## src/rtl/itc_pkg.sv

```systemverilog
package itc_pkg;

  // Number of clock cycles an accepted operation keeps the block busy.
  function automatic int op_length(input logic is_cal, input int conv_len, input int cal_len);
    return is_cal ? cal_len : conv_len;
  endfunction

  // Strobe level: internal mode signals busy as low, external mode as high.
  function automatic logic strobe_level(input logic busy, input logic int_clk);
    return int_clk ? ~busy : busy;
  endfunction

endpackage

```

## src/rtl/itc_op_counter.sv

```systemverilog
module itc_op_counter #(
  parameter int CW = 17
) (
  input  logic          clk,
  input  logic          rst_n,
  input  logic          load,
  input  logic          clear,
  input  logic [CW-1:0] dur,
  output logic          running,
  output logic          fin
);
  logic [CW-1:0] cnt;

  assign fin = running && (cnt == '0);

  always_ff @(posedge clk or negedge rst_n) begin
    if (!rst_n) begin
      cnt     <= '0;
      running <= 1'b0;
    end else if (load) begin
      cnt     <= dur - 1'b1;
      running <= 1'b1;
    end else if (clear) begin
      running <= 1'b0;
    end else if (running) begin
      if (cnt == '0) running <= 1'b0;
      else           cnt     <= cnt - 1'b1;
    end
  end
endmodule

```

## src/rtl/itc_rd_shifter.sv

```systemverilog
module itc_rd_shifter #(
  parameter int W = 14
) (
  input  logic         clk,
  input  logic         rst_n,
  input  logic         load,
  input  logic [W-1:0] din,
  input  logic         shift,
  output logic         dout,
  output logic         last
);
  localparam int NW = $clog2(W);

  logic [W-1:0]  sr;
  logic [NW-1:0] n;

  assign dout = sr[W-1];
  assign last = shift && (n == NW'(W-2));

  always_ff @(posedge clk or negedge rst_n) begin
    if (!rst_n) begin
      sr <= '0;
      n  <= '0;
    end else if (load) begin
      sr <= din;
      n  <= '0;
    end else if (shift) begin
      sr <= {sr[W-2:0], 1'b0};
      n  <= n + 1'b1;
    end
  end
endmodule

```

## src/rtl/intclk_conv_timer.sv

```systemverilog
module intclk_conv_timer #(
  parameter int W           = 14,
  parameter int CONV_CYCLES = 24,
  parameter int CAL_CYCLES  = 80000
) (
  input  logic         clk,
  input  logic         rst_n,
  input  logic         shdn_n,
  input  logic         cmd_valid,
  input  logic         cmd_cal,
  input  logic         cmd_int_clk,
  input  logic         abort,
  input  logic [W-1:0] sample_in,
  input  logic         sclk,
  input  logic         cs_n,
  output logic         strobe,
  output logic         strobe_oe,
  output logic         dout,
  output logic         busy,
  output logic         done
);
  import itc_pkg::*;

  localparam int LONGEST = (CAL_CYCLES > CONV_CYCLES) ? CAL_CYCLES : CONV_CYCLES;
  localparam int CW      = $clog2(LONGEST + 1);

  // Named internal events (observed by the bound checker)
  logic start_ok, kill, fin, complete;
  logic rd_load, rd_shift, rd_last;
  logic sclk_q, sclk_fall;
  logic op_cal, mode_int, pending, running;
  logic [CW-1:0] dur;

  assign start_ok  = cmd_valid & shdn_n & (cmd_cal | cmd_int_clk);
  assign kill      = ~shdn_n | abort;
  assign complete  = fin & ~kill & ~start_ok;
  assign rd_load   = complete & ~op_cal;
  assign sclk_fall = sclk_q & ~sclk;
  assign rd_shift  = sclk_fall & ~cs_n & pending;
  assign dur       = CW'(op_length(cmd_cal, CONV_CYCLES, CAL_CYCLES));

  itc_op_counter #(.CW(CW)) u_cnt (
    .clk     (clk),
    .rst_n   (rst_n),
    .load    (start_ok),
    .clear   (kill & ~start_ok),
    .dur     (dur),
    .running (running),
    .fin     (fin)
  );

  itc_rd_shifter #(.W(W)) u_shift (
    .clk   (clk),
    .rst_n (rst_n),
    .load  (rd_load),
    .din   (sample_in),
    .shift (rd_shift),
    .dout  (dout),
    .last  (rd_last)
  );

  always_ff @(posedge clk or negedge rst_n) begin
    if (!rst_n) begin
      sclk_q   <= 1'b0;
      op_cal   <= 1'b0;
      mode_int <= 1'b1;
      pending  <= 1'b0;
    end else begin
      sclk_q <= sclk;
      if (start_ok) begin
        op_cal   <= cmd_cal;
        mode_int <= cmd_int_clk;
      end
      if (start_ok || kill) pending <= 1'b0;
      else if (rd_load)     pending <= 1'b1;
      else if (rd_last)     pending <= 1'b0;
    end
  end

  assign busy      = running;
  assign done      = pending;
  assign strobe    = strobe_level(running, mode_int);
  assign strobe_oe = mode_int | ~cs_n;
endmodule

```

## config.mk

```make
export PLATFORM = sky130hd
export DESIGN_NAME = intclk_conv_timer
export DESIGN_NICKNAME = d
export VERILOG_FILES = /design/src/rtl/itc_pkg.sv /design/src/rtl/itc_op_counter.sv /design/src/rtl/itc_rd_shifter.sv /design/src/rtl/intclk_conv_timer.sv
export SDC_FILE = /design/constraint.sdc
export NUM_CORES = 1
export LEC_CHECK = 0
export ABC_AREA = 1
export BUFFER_PORTS_ARGS = -buffer_cell sky130_fd_sc_hd__buf_2
export CORE_ASPECT_RATIO = 0.75
export CORE_MARGIN = 8
export CORE_UTILIZATION = 45
export CTS_CLUSTER_DIAMETER = 100
export DETAILED_ROUTE_END_ITERATION = 12
export GPL_ROUTABILITY_DRIVEN = 0
export PLACE_DENSITY_LB_ADDON = 0.25
export SLEW_MARGIN = 20
export SYNTH_ARGS = -nofsm -noshare
export SYNTH_HDL_FRONTEND = slang
export SYNTH_SLANG_ARGS = --single-unit
```

## constraint.sdc

```tcl
create_clock -name clk -period 2.75 [get_ports clk]
set_input_delay 0.1375 -clock clk [delete_from_list [all_inputs] [get_ports clk]]
set_output_delay 0.1375 -clock clk [all_outputs]
set_load 0.02 [all_outputs]
```

Word-level counts from Yosys, hierarchy flattened:

Index checks and enable logic that the tools add are counted.

* bits in registers: 40
* input bits: 23
* output and inout port bits: 5
* word-level logic and storage cells: 58

* add/sub/neg operators: 3
* eq/ne operators: 3
* mux-type cells: 17
* bitwise operators: 19
* reduce and logical (&&, ||, !) cells: 8

Operators with widths (count)
* two-way mux 17 bit: 5
* subtractor 17 x 1 -> 17 bit, second input constant: 2
* two-way mux 14 bit: 2
* zero test 17 bit: 1
* AND 1 bit: 9
* two-way mux 1 bit: 8
* two-way mux 4 bit: 2
* NOT 1 bit: 7
* adder 4 x 1 -> 4 bit, second input constant: 1
* equality test 4 bit, second input constant: 1
* != test 2 bit, second input constant: 2
* nonzero test 2 bit: 2
* OR 1 bit: 3
* AND reduction 3 bit: 1
* nonzero test 3 bit: 1
* logical AND 1 bit: 2
* logical OR 1 bit: 1

Depth between registers and ports, before layout:

* word-level depth: 8
* gate-level depth with buffers: 12
* gate-level depth less buffers: 12

Hierarchy:

A second synthesis with hierarchy kept.

* cells, all modules: 374
* area total of the unflattened synthesis: 2741.4 µm²

By module, submodules not included
* itc_op_counter: times used 1, cells an instance 240, area an instance 1656.6 µm², seq. area each 450.4 µm²
* itc_rd_shifter: times used 1, cells an instance 99, area an instance 850.8 µm², seq. area each 450.4 µm²
* intclk_conv_timer: times used 1, cells an instance 35, area an instance 234.0 µm², seq. area each 101.3 µm²

Worst setup path before layout:

No wires, ideal clock.

* path type: reg2reg
* from: register u_cnt.cnt[3]
* to: register u_shift.sr[13]
* setup time: 0.124 ns
* arrival time: 1.297 ns
* data required time: 2.626 ns
* slack: 1.329 ns
* cell stages (with the launch flop): 9
* path buffers: 1
* period minus slack after synthesis: 1.421 ns
* cells stage by stage: dfrtp_1 > or2_1 > nor2_2 > nand3_2 > nand2_1 > inv_2 > buf_6 > nand2_1 > nand3_1

* longest elaborated chain between the ends: 6
* elaborated cells between the ends (all ways): 7
* those cells by class: 1 x mux; 3 x bitwise; 3 x reduce/logical

RTL lines
* start, declared: line itc_op_counter.sv:12 `logic [CW-1:0] cnt;`
* start signal, assigned: line itc_op_counter.sv:21 `cnt <= dur - 1'b1;`
* start signal, assigned: line itc_op_counter.sv:27 `else cnt <= cnt - 1'b1;`
* zero test 17 bit *: line itc_op_counter.sv:14 `assign fin = running && (cnt == '0);`
* logical AND 1 bit *: line itc_op_counter.sv:14
* AND 1 bit * (2 in series): line intclk_conv_timer.sv:36 `assign complete = fin & ~kill & ~start_ok;`
* AND 1 bit *: line intclk_conv_timer.sv:37 `assign rd_load = complete & ~op_cal;`
* two-way mux 14 bit or nonzero test 2 bit (tied branches)
* end signal, assigned: line itc_rd_shifter.sv:25 `sr <= din;`
* end signal, assigned: line itc_rd_shifter.sv:28 `sr <= {sr[W-2:0], 1'b0};`
* end, declared: line itc_rd_shifter.sv:14 `logic [W-1:0] sr;`

Every way passes the cells marked *; elsewhere a longest branch is shown, timed or not.
A chain may end at the register's enable or synchronous reset.

Worst setup path in the final report:

* from: register u_cnt.cnt[14]
* to: register u_shift.sr[7]

The elaborated chain is that of the path after synthesis.

==> metrics.md <==
| Metric | Value |
|---|---|
| Status | `finished with violations` |
| Failing checks | `negative hold slack` |
| Highest Signal Layer | `met4` |
| # DRC | `0` |
| EDFF count, synth | `0` |
| Worst vdd ir | `289 µV` |
| Worst Path Required | `around 2.9 ns` |
| Top post-synthesis cells by count | `nand2_1, nand3_1, dfrtp_1` |
| Worst-Margin Slew | `0.890 ns` |
| DR vias | `1,952` |
| Final worst path period share | `66.7%` |
| Layout area overhead | `11.4%` |
| Final TNS setup | `0 ns` |
| Dpl cell area | `~2400 µm²` |
| Crit-path max cell delay | `0.39 ns` |
| DR vias/cell | `5.03` |
| Core Util, Final | `51.6%` |
| Root Driver | `clkbuf_8` |
| Metal-1 WL | `2670 µm` |
| CP Cell Sequence | `nor2_1 -> nand3_1 -> nor2_1 -> nand3_2 -> nand2_1 -> inv_2 -> nand2_1 -> nand3_1` |
| Die height | `77.4 µm` |
| Final WS setup | `approximately 0.91 ns` |
| CTS tree | `yes` |
| Library cells used by synthesis | `32` |
| Setup-failing EPs final | `0` |
| Top cell type by total area after synthesis | `dfrtp_1` |
| Most common cell in the netlist | `nand2_1` |
| Total Power | `between 1 and 1.5 mW` |
| Hold Vio Cnt, Final | `39` |
| Total track usage | `between 10 and 15%` |
| Worst-skew pair later-pin latency | `0.29 ns` |
| Met3 wire length | `212 µm` |
| IO Port Bufs | `27` |
| H-tree lvl count | `2` |
| Share of post-route cells with drive strength above 1 | `19.5%` |
| Worst path arrival time | `2.00 ns` |
| Minimum clock period | `1.84 ns` |
| Routed wl met2 | `roughly 2100 µm` |
| Hold WC Path Type | `in -> async` |
| Routed WL per cell | `12.8 µm` |
| Drt pass-1 iters | `4` |
| WHS | `-0.0368 ns` |
| Syn Inst Count | `298` |
| Worst-path maximum fanout | `19` |
| Critical Path Sink Type | `flop` |
| Number of CTS-inserted buffers | `5` |
| Nets | `352` |
| Syn_area_per_cell | `7.58 µm²` |
| Slowest-stage cell, CP | `dfrtp_1` |
| # rows | `22` |
| Pin count of the biggest net entering global routing | `between 40 and 50` |
| Initial antenna violation count | `0` |
| CTS sink cnt | `40` |
| Slew Viols, Final | `0` |
| ANT nets after route | `0` |
| Cts repair resizes | `0` |
| Final WL | `4960 µm` |
| Synth Register Bits | `40` |
| Final non-filler cell total | `388` |
| Top-area cell type share of the netlist area | `43.2%` |
| Synth Warn # | `0` |
| CTS Buffer Depth | `2` |
| First-pass GRT wire length | `8710 µm` |
| Main synth FF type | `dfrtp_1` |
| Mapped Nets | `323` |
| Critical path class | `reg -> reg` |
| RSZ-0062 raised after global routing | `no` |
| Vias in the first global route | `1,843` |
| Placed cell count | `379` |
| Die W | `97.8 µm` |
| Fin Clk Skew | `0.00416 ns` |
| Worst slew margin | `around 41%` |
| Leakage power | `1.37 nW` |
| Area contributors post-synth | `dfrtp_1, nand2_1, nand3_1` |
| Clock transition at path regs | `~0.080 ns` |
| # IOs | `28` |
| Ant. Diodes | `0` |
| Initial core utilization | `46.4%` |
| PwrDens | `561 nW/µm²` |
| Setup bufs post-CTS | `0` |
| Die footprint | `7560 µm²` |
| Grt total ovfl | `0` |
| Core Footprint | `4870 µm²` |
| Startpoint Class | `flop` |
| Netlist Area Pre-Place | `around 2300 µm²` |
| CTS hold repair buffers | `1` |
| Hpwl dp | `roughly 3700 µm` |
| Sequential fraction of the synthesis area | `44.4%` |
| Post-place setup slack | `0.923 ns` |
| Initial drt markers | `113` |
| Asr flop ratio synth | `100%` |
| Fmax | `545 MHz` |
| Max-Cap Viols | `0` |
| Fin area | `~2500 µm²` |
-- cells in the final DEF, fill, tap and decap left out, types with 2 or more instances in the layout --
cell type,instances
a21oi_1,2
a21oi_4,2
a31oi_1,2
buf_2,27
clkbuf_8,5
clkinv_1,2
clkinv_2,3
dfrtp_1,39
ha_1,2
inv_1,24
inv_2,4
nand2_1,99
nand2_2,7
nand2_4,2
nand3_1,42
nand3_2,4
nand4_1,5
nor2_1,26
nor2_2,4
nor2_4,3
nor3_1,2
o21ai_0,9
o21ai_1,2
xor2_1,3
-- critical path, delay by kind of cell (launching register included) --
| family | cells | cell delay [ns] |
|---|---|---|
| flip-flops | 1 | 0.39 |
| AND/OR/NAND/NOR | 7 | 1.20 |
| buffers and inverters | 1 | 0.13 |
-- kinds of logic (layout without fill, tap and decap cells) --
kind of cell               Yosys count  in the layout  share of synthesized area [%]
and+or+nand+nor                    197            197                           40.3
xor gates and xnor gates             4              4                           1.55
buffers and inverters               37             67                           7.42
DFF                                 40             40                           44.4
adders and majority gates            2              2                           1.11
AOI/OAI and AO/OA                   18             18                           5.26
-- registers in the layout (all words and copies together), names as in the netlist --
| signal | flops |
|---|---|
| u_cnt.cnt | 17 |
| done | 1 |
| sclk_q | 1 |
| mode_int | 1 |
| u_shift.sr | 14 |
| op_cal | 1 |
| u_cnt.running | 1 |
| u_shift.n | 4 |
-- metal layers --
| metal | up-vias | global-route usage [%] |
|---|---|---|
| met1 | 900 | 20.7 |
| met5 | - | 0 |
| met3 | 2 | 3.57 |
| li1 | 1007 | - |
| met2 | 43 | 19.1 |
| met4 | 0 | 2.79 |
-- power breakdown --
part | total, mW | leakage, nW | internal, mW | switching, mW
clock network | 0.392 | 0.0479 | 0.177 | 0.215
registers | 0.694 | 0.510 | 0.642 | 0.0527
logic | 0.326 | 0.816 | 0.118 | 0.208
total | 1.41 | 1.37 | 0.936 | 0.476
-- final timing paths --
check / startpoint / endpoint / slack [ns] / depth (start not counted)
setup / recovery: u_cnt.cnt[14]$_DFFE_PN0P_ / u_shift.sr[7]$_DFFE_PN0P_ / 0.91 / 8
hold / removal: rst_n / u_cnt.cnt[14]$_DFFE_PN0P_ / -0.04 / 1
setup reg to reg: u_cnt.cnt[14]$_DFFE_PN0P_ / u_shift.sr[7]$_DFFE_PN0P_ / 0.91 / 8
hold reg to reg: u_shift.sr[10]$_DFFE_PN0P_ / u_shift.sr[10]$_DFFE_PN0P_ / 0.49 / 2
max in group asynchronous: rst_n / u_shift.sr[6]$_DFFE_PN0P_ / 2.23 / 1
min in group clk: sample_in[0] / u_shift.sr[0]$_DFFE_PN0P_ / 0.06 / 3
-- layout make-up --
| class | count | area, µm² |
|---|---|---|
| fillers | 468 | 2360 |
| multi-input cells | 221 | 1090 |
| flip-flops and latches | 40 | 1000 |
| repair buffers | 28 | 145 |
| inverters | 31 | 118 |
| well taps | 60 | 75.1 |
| clock buffers | 5 | 68.8 |
| clock inverters | 3 | 18.8 |
Note: power is estimated with default switching activity, not from simulation.
